[src/rtl/pwm_gate_pkg.sv]
package pwm_gate_pkg;
   localparam int RATE_W = 3;
   localparam int NRATE  = 1 << RATE_W;
   typedef logic [RATE_W-1:0] rate_t;
endpackage

[src/rtl/pwm_en_reg.sv]
module pwm_en_reg #(
   parameter int NCH    = 4,
   parameter int DATA_W = 8
) (
   input  logic              clk,
   input  logic              rst_n,
   input  logic              wr_en,
   input  logic [DATA_W-1:0] wr_data,
   input  logic              rd_en,
   output logic [DATA_W-1:0] rd_data,
   output logic [NCH-1:0]    en_q
);
   always_ff @(posedge clk or negedge rst_n) begin
      if (!rst_n)
         en_q <= '0;
      else if (wr_en)
         en_q <= wr_data[NCH-1:0];
   end

   // unused upper bits read back as zero
   always_comb begin
      rd_data = '0;
      if (rd_en)
         rd_data[NCH-1:0] = en_q;
   end

   assert_write_lands_R2: assert property (@(posedge clk) disable iff (!rst_n)
      wr_en |=> en_q == $past(wr_data[NCH-1:0]));
endmodule

[src/rtl/pwm_prescaler.sv]
module pwm_prescaler
   import pwm_gate_pkg::*;
#(
   parameter int PRESC_W = 8
) (
   input  logic             clk,
   input  logic             rst_n,
   input  logic             run,
   output logic [NRATE-1:0] ticks
);
   logic [PRESC_W-1:0] cnt;

   // counter sits at zero whenever nothing needs it
   always_ff @(posedge clk or negedge rst_n) begin
      if (!rst_n)
         cnt <= '0;
      else if (!run)
         cnt <= '0;
      else
         cnt <= cnt + 1'b1;
   end

   for (genvar k = 0; k < NRATE; k++) begin : g_rate
      if (k == 0) begin : g_full
         assign ticks[k] = run;
      end else begin : g_div
         assign ticks[k] = run & (&cnt[k-1:0]);
         assert_tick_spacing_R9: assert property (@(posedge clk) disable iff (!rst_n)
            ticks[k] |=> !ticks[k]);
      end
   end

   assert_restart_from_zero_R6: assert property (@(posedge clk) disable iff (!rst_n)
      $rose(run) |-> cnt == '0);
endmodule

[src/rtl/pwm_chan_gate.sv]
module pwm_chan_gate
   import pwm_gate_pkg::*;
(
   input  logic             clk,
   input  logic             rst_n,
   input  logic [NRATE-1:0] ticks,
   input  rate_t            rate_sel,
   input  logic             en_bit,
   input  logic             pwm_raw,
   input  logic             port_data,
   input  logic             port_dir,
   output logic             clk_en,
   output logic             armed,
   output logic             pin_out,
   output logic             pin_oe
);
   logic tick_sel;

   assign tick_sel = ticks[rate_sel];
   assign clk_en   = tick_sel & en_bit;

   // the armed flag follows the enable only at a cycle boundary of this channel
   always_ff @(posedge clk or negedge rst_n) begin
      if (!rst_n)
         armed <= 1'b0;
      else if (tick_sel)
         armed <= en_bit;
   end

   assign pin_oe  = en_bit | port_dir;
   assign pin_out = (en_bit & armed) ? pwm_raw : port_data;

   assert_arm_on_tick_R8: assert property (@(posedge clk) disable iff (!rst_n)
      $rose(armed) |-> $past(tick_sel));
   assert_disarm_on_tick_R8: assert property (@(posedge clk) disable iff (!rst_n)
      $fell(armed) |-> $past(tick_sel));
endmodule

[src/rtl/pwm_gate_front.sv]
module pwm_gate_front
   import pwm_gate_pkg::*;
#(
   parameter int NCH     = 4,
   parameter int DATA_W  = 8,
   parameter int PRESC_W = 8
) (
   input  logic                  clk,
   input  logic                  rst_n,
   input  logic                  wr_en,
   input  logic                  rd_en,
   input  logic [DATA_W-1:0]     wr_data,
   output logic [DATA_W-1:0]     rd_data,
   input  logic [NCH*RATE_W-1:0] chan_rate,
   input  logic [NCH-1:0]        pwm_raw,
   input  logic [NCH-1:0]        port_data,
   input  logic [NCH-1:0]        port_dir,
   output logic [NCH-1:0]        chan_clk_en,
   output logic [NCH-1:0]        pin_out,
   output logic [NCH-1:0]        pin_oe
);
   if (NCH < 1 || NCH > DATA_W) begin : g_bad_nch
      $error("pwm_gate_front: NCH must lie in 1..DATA_W");
   end
   if (PRESC_W < NRATE - 1) begin : g_bad_presc
      $error("pwm_gate_front: PRESC_W too narrow for the slowest rate");
   end

   logic [NCH-1:0]   en_q;
   logic [NCH-1:0]   armed;
   logic [NRATE-1:0] ticks;
   logic             run;

   pwm_en_reg #(.NCH(NCH), .DATA_W(DATA_W)) u_reg (
      .clk    (clk),
      .rst_n  (rst_n),
      .wr_en  (wr_en),
      .wr_data(wr_data),
      .rd_en  (rd_en),
      .rd_data(rd_data),
      .en_q   (en_q)
   );

   assign run = (|en_q) | (|armed);

   pwm_prescaler #(.PRESC_W(PRESC_W)) u_presc (
      .clk  (clk),
      .rst_n(rst_n),
      .run  (run),
      .ticks(ticks)
   );

   for (genvar c = 0; c < NCH; c++) begin : g_ch
      rate_t rsel;
      assign rsel = chan_rate[c*RATE_W +: RATE_W];

      pwm_chan_gate u_gate (
         .clk      (clk),
         .rst_n    (rst_n),
         .ticks    (ticks),
         .rate_sel (rsel),
         .en_bit   (en_q[c]),
         .pwm_raw  (pwm_raw[c]),
         .port_data(port_data[c]),
         .port_dir (port_dir[c]),
         .clk_en   (chan_clk_en[c]),
         .armed    (armed[c]),
         .pin_out  (pin_out[c]),
         .pin_oe   (pin_oe[c])
      );

      assert_pulse_on_tick_R5: assert property (@(posedge clk) disable iff (!rst_n)
         chan_clk_en[c] |-> ticks[rsel]);
      assert_forced_output_R3: assert property (@(posedge clk) disable iff (!rst_n)
         en_q[c] |-> pin_oe[c]);
      assert_dir_passthrough_R4: assert property (@(posedge clk) disable iff (!rst_n)
         !en_q[c] |-> pin_oe[c] == port_dir[c]);
   end

   assert_idle_no_pulse_R6: assert property (@(posedge clk) disable iff (!rst_n)
      !run |-> chan_clk_en == '0);
   assert_upper_read_zero_R1: assert property (@(posedge clk) disable iff (!rst_n)
      rd_data[DATA_W-1:NCH] == '0);
endmodule

[config.mk]
export PLATFORM = sky130hd
export DESIGN_NAME = pwm_gate_front
export DESIGN_NICKNAME = d
export VERILOG_FILES = /design/src/rtl/pwm_gate_pkg.sv /design/src/rtl/pwm_en_reg.sv /design/src/rtl/pwm_prescaler.sv /design/src/rtl/pwm_chan_gate.sv /design/src/rtl/pwm_gate_front.sv
export SDC_FILE = /design/constraint.sdc
export NUM_CORES = 1
export LEC_CHECK = 0
export CAP_MARGIN = 40
export CELL_PAD_IN_SITES_DETAIL_PLACEMENT = 1
export CELL_PAD_IN_SITES_GLOBAL_PLACEMENT = 2
export CORE_AREA = 2 2 63 65
export CTS_CLUSTER_DIAMETER = 30
export DETAILED_ROUTE_END_ITERATION = 10
export DIE_AREA = 0 0 65 67
export DONT_BUFFER_PORTS = 1
export PLACE_DENSITY = 0.77
export REMOVE_ABC_BUFFERS = 1
export SLEW_MARGIN = 20
export SYNTH_ARGS = -nofsm -noshare
export SYNTH_HDL_FRONTEND = slang
export SYNTH_SLANG_ARGS = --single-unit
[constraint.sdc]
create_clock -name clk -period 2.19 [get_ports clk]
set_input_delay 0.3285 -clock clk [delete_from_list [all_inputs] [get_ports clk]]
set_output_delay 0.3285 -clock clk [all_outputs]
set_load 0.02 [all_outputs]
Yosys cells after proc, flatten, opt, wreduce, memory -nomap -nowiden. Cells that the tools add are included.

Reductions and logical operators: 8. Bitwise gates (word level): 20. $lt $le $gt $ge: 4. Mux-type cells: 14. Add/sub/neg operators: 1.

Operators by type and width (count): less-than comparator 3 x 4 -> 1 bit (second input constant) (4); bitwise AND 1 bit (15); binary-select mux 1 bit (select 3 bit) (4); adder 8 x 1 -> 8 bit (second input constant) (1); 2-to-1 mux 1 bit (8); 2-to-1 mux 8 bit (1); OR reduction 4 bit (2); AND reduction 7 bit (1); AND reduction 6 bit (1); OR 1 bit (5); AND reduction 5 bit (1); 2-to-1 mux 4 bit (1); AND reduction 4 bit (1); AND reduction 3 bit (1); AND reduction 2 bit (1).

Register bits: 16. Word-level logic and storage cells: 53.

Longest topological paths before layout.
Word-level depth: 6. Gate-level depth with buffers: 9. Depth with buffers taken out: 8.

Cells and area by module. From an unflattened synthesis, not the netlist that was laid out.

Cell total of the unflattened synthesis: 109. Area, all modules: 1153.6 um^2.

Modules (own cells, without submodules): pwm_chan_gate (instances 4, cells each 13, seq. area each 25.0 um^2, area each 136.4 um^2); pwm_prescaler (instances 1, cells each 37, seq. area each 175.2 um^2, area each 387.9 um^2); pwm_en_reg (instances 1, cells each 17, seq. area each 100.1 um^2, area each 203.9 um^2); pwm_gate_front (instances 1, cells each 3, seq. area each 0.0 um^2, area each 16.3 um^2).

Worst setup path after synthesis. OpenSTA, ideal clock, no wires.

Path kind: reg2out. Start point: register u_presc.cnt[0]. End point: output chan_clk_en[3]. Required time: 1862 ps. Cell stages (with the launch flop): 9. Path slack: -36 ps. Arrival: 1897 ps. Cell sequence: dfrtp_1 -> ha_1 -> nand3_4 -> inv_1 -> ha_1 -> o31a_1 -> a31oi_1 -> and2b_1 -> buf_4.

Longest elaborated chain between the ends: 5. Elaborated cells on any way between the ends: 16. Those cells by class: mux: 2; bitwise: 8; reduce/logical: 6.

RTL lines: from (decl) (RTL line pwm_prescaler.sv:11) `logic [PRESC_W-1:0] cnt;`; from (signal assigned) (RTL line pwm_prescaler.sv:20) `cnt <= cnt + 1'b1;`; AND reduction 7 bit (tied with other cells) (RTL line pwm_prescaler.sv:27) `assign ticks[k] = run & (&cnt[k-1:0]);`; bitwise AND 1 bit (RTL line pwm_prescaler.sv:27); binary-select mux 1 bit (select 3 bit) (*) (RTL line pwm_chan_gate.sv:19) `assign tick_sel = ticks[rate_sel];`; 2-to-1 mux 1 bit (not written as such) (*) (RTL line pwm_chan_gate.sv:19); bitwise AND 1 bit (*) (RTL line pwm_chan_gate.sv:20) `assign clk_en = tick_sel & en_bit;`; to (decl) (RTL line pwm_gate_front.sv:18) `output logic [NCH-1:0] chan_clk_en,`.

Every way passes the cells marked *; elsewhere a longest branch is shown, timed or not. The select of a mux whose other input is x is not followed.

Worst setup path in the final report. Same ends and word-level chain as after synthesis.

==> flow_summary.json <==
{
  "grt_pass1_vias": 925,
  "layout_common_cells": "16 x buf_4, 15 x dfrtp_1, 8 x mux2_2",
  "irDropWorstVdd_uv": 254,
  "critical-path-top-delay-family": "compound AO/OA/AOI/OAI gates",
  "core_sq_mm": 0.00361,
  "synth_area_per_cell_sq_um": 10.1,
  "fin_nets": 162,
  "layout-drive-gt1-share": 0.451,
  "rows": 22,
  "slowest_stage": "dfrtp_1",
  "die-height_um": 67,
  "max_freq_mhz": 455,
  "reg2reg_from": "u_presc.cnt[0]$_DFF_PN0_",
  "fp.dieArea_sq_mm": 0.00436,
  "fillCellCount": 401,
  "area_growth_pct": 18.4,
  "period_minus_slack_ps": 2200,
  "min_from": "wr_data[3]",
  "first_iter_violations": 13,
  "slew_headroom": 0.557,
  "clockRootBuffer": "clkbuf_8",
  "antenna_found_initial": 0,
  "die_w_um": 65,
  "drv_cap": 0,
  "worst_slack_ps": -9.47,
  "reg2reg_slack_ps": 220,
  "cp-end-kind": "output port",
  "crit_type": "flop to output port",
  "slew_viol_final": 0,
  "hold_path_class": "primary input to flop",
  "leakagePower_nw": 0.537,
  "power.density_mw_per_mm2": 1060,
  "hold-path-endpoint": "u_reg.en_q[3]$_DFFE_PN0P_",
  "violations": "negative setup slack",
  "cts.clk_slew.worst_paths_ps": 60,
  "worst_pin_slew_ps": 662,
  "dp_slack_ps": 3.64,
  "clock_path_buffers": 2,
  "min_path_cells": 1,
  "ys_seq_area_frac": 0.328,
  "path_buf_inv": 1,
  "post-route-period-util": 1.00,
  "grt.total_usage": 0.131,
  "cts_tree": "built",
  "cp-start-kind": "flop",
  "crit_path_max_fanout": 4,
  "setup_viol": 1,
  "dp_hpwl_um": 2080,
  "grt.overflow.total": 0,
  "ys_ff_latch": 15,
  "design_area_sq_mm": 0.00136,
  "ant_nets": 0,
  "fin_setup_tns_ps": -9.47,
  "drt_first_pass_iters": 3,
  "drc": 0,
  "rsz0062_at_grt": "true",
  "grt_max_degree": 16,
  "cp_common_cell": "ha_4",
  "critPathMaxStageDelay_ps": 420,
  "fin_skew_ps": 4.92,
  "yosysWarnings": 0,
  "avgViaCountPerCell": 5.16,
  "clkLatencyLatePin_ps": 240,
  "seqCellArea_sq_um": 375,
  "postSynthCellCount": 114,
  "drt-total-wl_um": 2710,
  "grt_pass1_wl_um": 4330,
  "gp_congestion": 0.758,
  "worst-endpoint-required_ps": 1860,
  "io_pins": 56,
  "post_dp_cell_area_sq_mm": 0.00116,
  "crit_chain": "ha_4 > nand3_4 > inv_4 > ha_4 > o31a_1 > a31oi_4 > and2b_2",
  "port_buffers": 0,
  "yosysUniqueCellTypes": 33,
  "final_common_cell": "buf_4",
  "hold_viol": 0,
  "avgRoutedWirePerCell_um": 16.0,
  "cts_buffers": 3,
  "multi_input_area_sq_um": 736,
  "diodes": 0,
  "ff2ff_path_depth": 8,
  "netlist_area_sq_mm": 0.00115,
  "cts.sinks": 15,
  "cp.arrival_ps": 1870,
  "r2r_end": "g_ch[1].u_gate.armed$_DFFE_PN0P_",
  "htreeDepth": 1,
  "outcome": "finished, violations left",
  "vias": 878,
  "start_util": 0.318
}
==> cell usage after synthesis <==
| library cell | number | area, sq um |
|---|---|---|
| mux2_1 | 4 | 45.0 |
| nor3b_1 | 2 | 15.0 |
| o31a_1 | 1 | 8.76 |
| mux2i_1 | 4 | 40.0 |
| conb_1 | 1 | 3.75 |
| nor2b_1 | 3 | 18.8 |
| nor2_1 | 4 | 15.0 |
| nand3_1 | 2 | 10.0 |
| a22oi_1 | 1 | 7.51 |
| a41oi_2 | 1 | 16.3 |
| o221a_1 | 2 | 22.5 |
| nand2_2 | 1 | 6.26 |
| a211oi_1 | 2 | 15.0 |
| and2_2 | 5 | 37.5 |
| inv_1 | 2 | 7.51 |
| o221ai_1 | 4 | 35.0 |
| nor4_2 | 2 | 25.0 |
| and2_1 | 3 | 18.8 |
| xor2_1 | 1 | 8.76 |
| or2b_1 | 2 | 15.0 |
| or3_1 | 2 | 12.5 |
| a21oi_1 | 2 | 10.0 |
| or2_2 | 4 | 25.0 |
| o21ai_0 | 4 | 20.0 |
| dfrtp_1 | 15 | 375 |
| and2b_1 | 1 | 7.51 |
| a221oi_1 | 2 | 17.5 |
| nand2_1 | 6 | 22.5 |
| ha_1 | 3 | 37.5 |
| mux2_2 | 8 | 90.1 |
| buf_4 | 16 | 120 |
| a31oi_1 | 3 | 18.8 |
| nand3_4 | 1 | 17.5 |
==> logic make-up after synthesis <==
logic type,count (synthesis),synth area share
buf+inv,18,0.111
fa+ha+maj,3,0.0328
flops,15,0.328
mux,16,0.153
compound gates,22,0.150
simple gates,38,0.215
other cells,1,0.00327
xor+xnor,1,0.00764
==> how the worst max path moves through the flow <==
stage / from / to / slack, ps / cells after the start
3_5_place_dp: u_presc.cnt[0]$_DFF_PN0_ / chan_clk_en[3] / 4 / 7
2_1_floorplan: u_presc.cnt[0]$_DFF_PN0_ / chan_clk_en[3] / 40 / 7
6_report: u_presc.cnt[0]$_DFF_PN0_ / chan_clk_en[3] / -9 / 7
5_1_grt: u_presc.cnt[0]$_DFF_PN0_ / chan_clk_en[0] / -130 / 7
3_3_place_gp: u_presc.cnt[0]$_DFF_PN0_ / chan_clk_en[3] / 20 / 7
4_1_cts: u_presc.cnt[1]$_DFF_PN0_ / chan_clk_en[3] / -50 / 7
==> layout make-up <==
type / instances / area share
Clock buffer: 3 / 0.0304
Clock inverter: 1 / 0.00369
Inverter: 2 / 0.00737
Multi-Input combinational cell: 84 / 0.542
Sequential cell: 15 / 0.276
Tap cell: 48 / 0.0442
Timing Repair Buffer: 17 / 0.0959
==> state kept, by name, summed over array words and instances (netlist names) <==
| register | flops |
|---|---|
| u_reg.en_q | 4 |
| g_ch.u_gate.armed | 4 |
| u_presc.cnt | 7 |
==> metrics by stage <==
stage / hold slack, ps / util / std cells / power (mW)
6_report: 240 / 0.376 / 170 / 1.44
5_1_grt: 231 / 0.376 / 170 / 1.57
4_1_cts: 238 / 0.354 / 166 / 1.36
3_5_place_dp: 33.2 / 0.321 / 157 / 1.04
3_3_place_gp: 33.4 / 0.321 / 157 / 1.02
2_1_floorplan: 32.9 / - / 101 / 0.873
==> metal layers <==
metal / GRT usage / vias up / share of wire
li1: - / 418 / -
met1: 0.160 / 425 / 0.43
met2: 0.222 / 30 / 0.50
met3: 0.0236 / 5 / 0.056
met4: 0.0638 / 0 / 0.018
met5: 0 / - / 0
==> where the power goes <==
part	switching (mW)	internal, mW	total (mW)
Combinational	0.340	0.374	0.714
Clock	0.0927	0.126	0.218
Sequential	0.119	0.384	0.503
Total	0.551	0.884	1.44
==> repair_timing <==
item / in CTS / in global routing
setup buffers: 4 / 4
hold buffers: 1 / 0
gates resized for setup: 7 / 12
hold endpoints to repair: 15 / 0
pin swaps: 4 / 7
endpoints found under the setup margin: 4 / 4
Power figures use the tool's default switching activity.
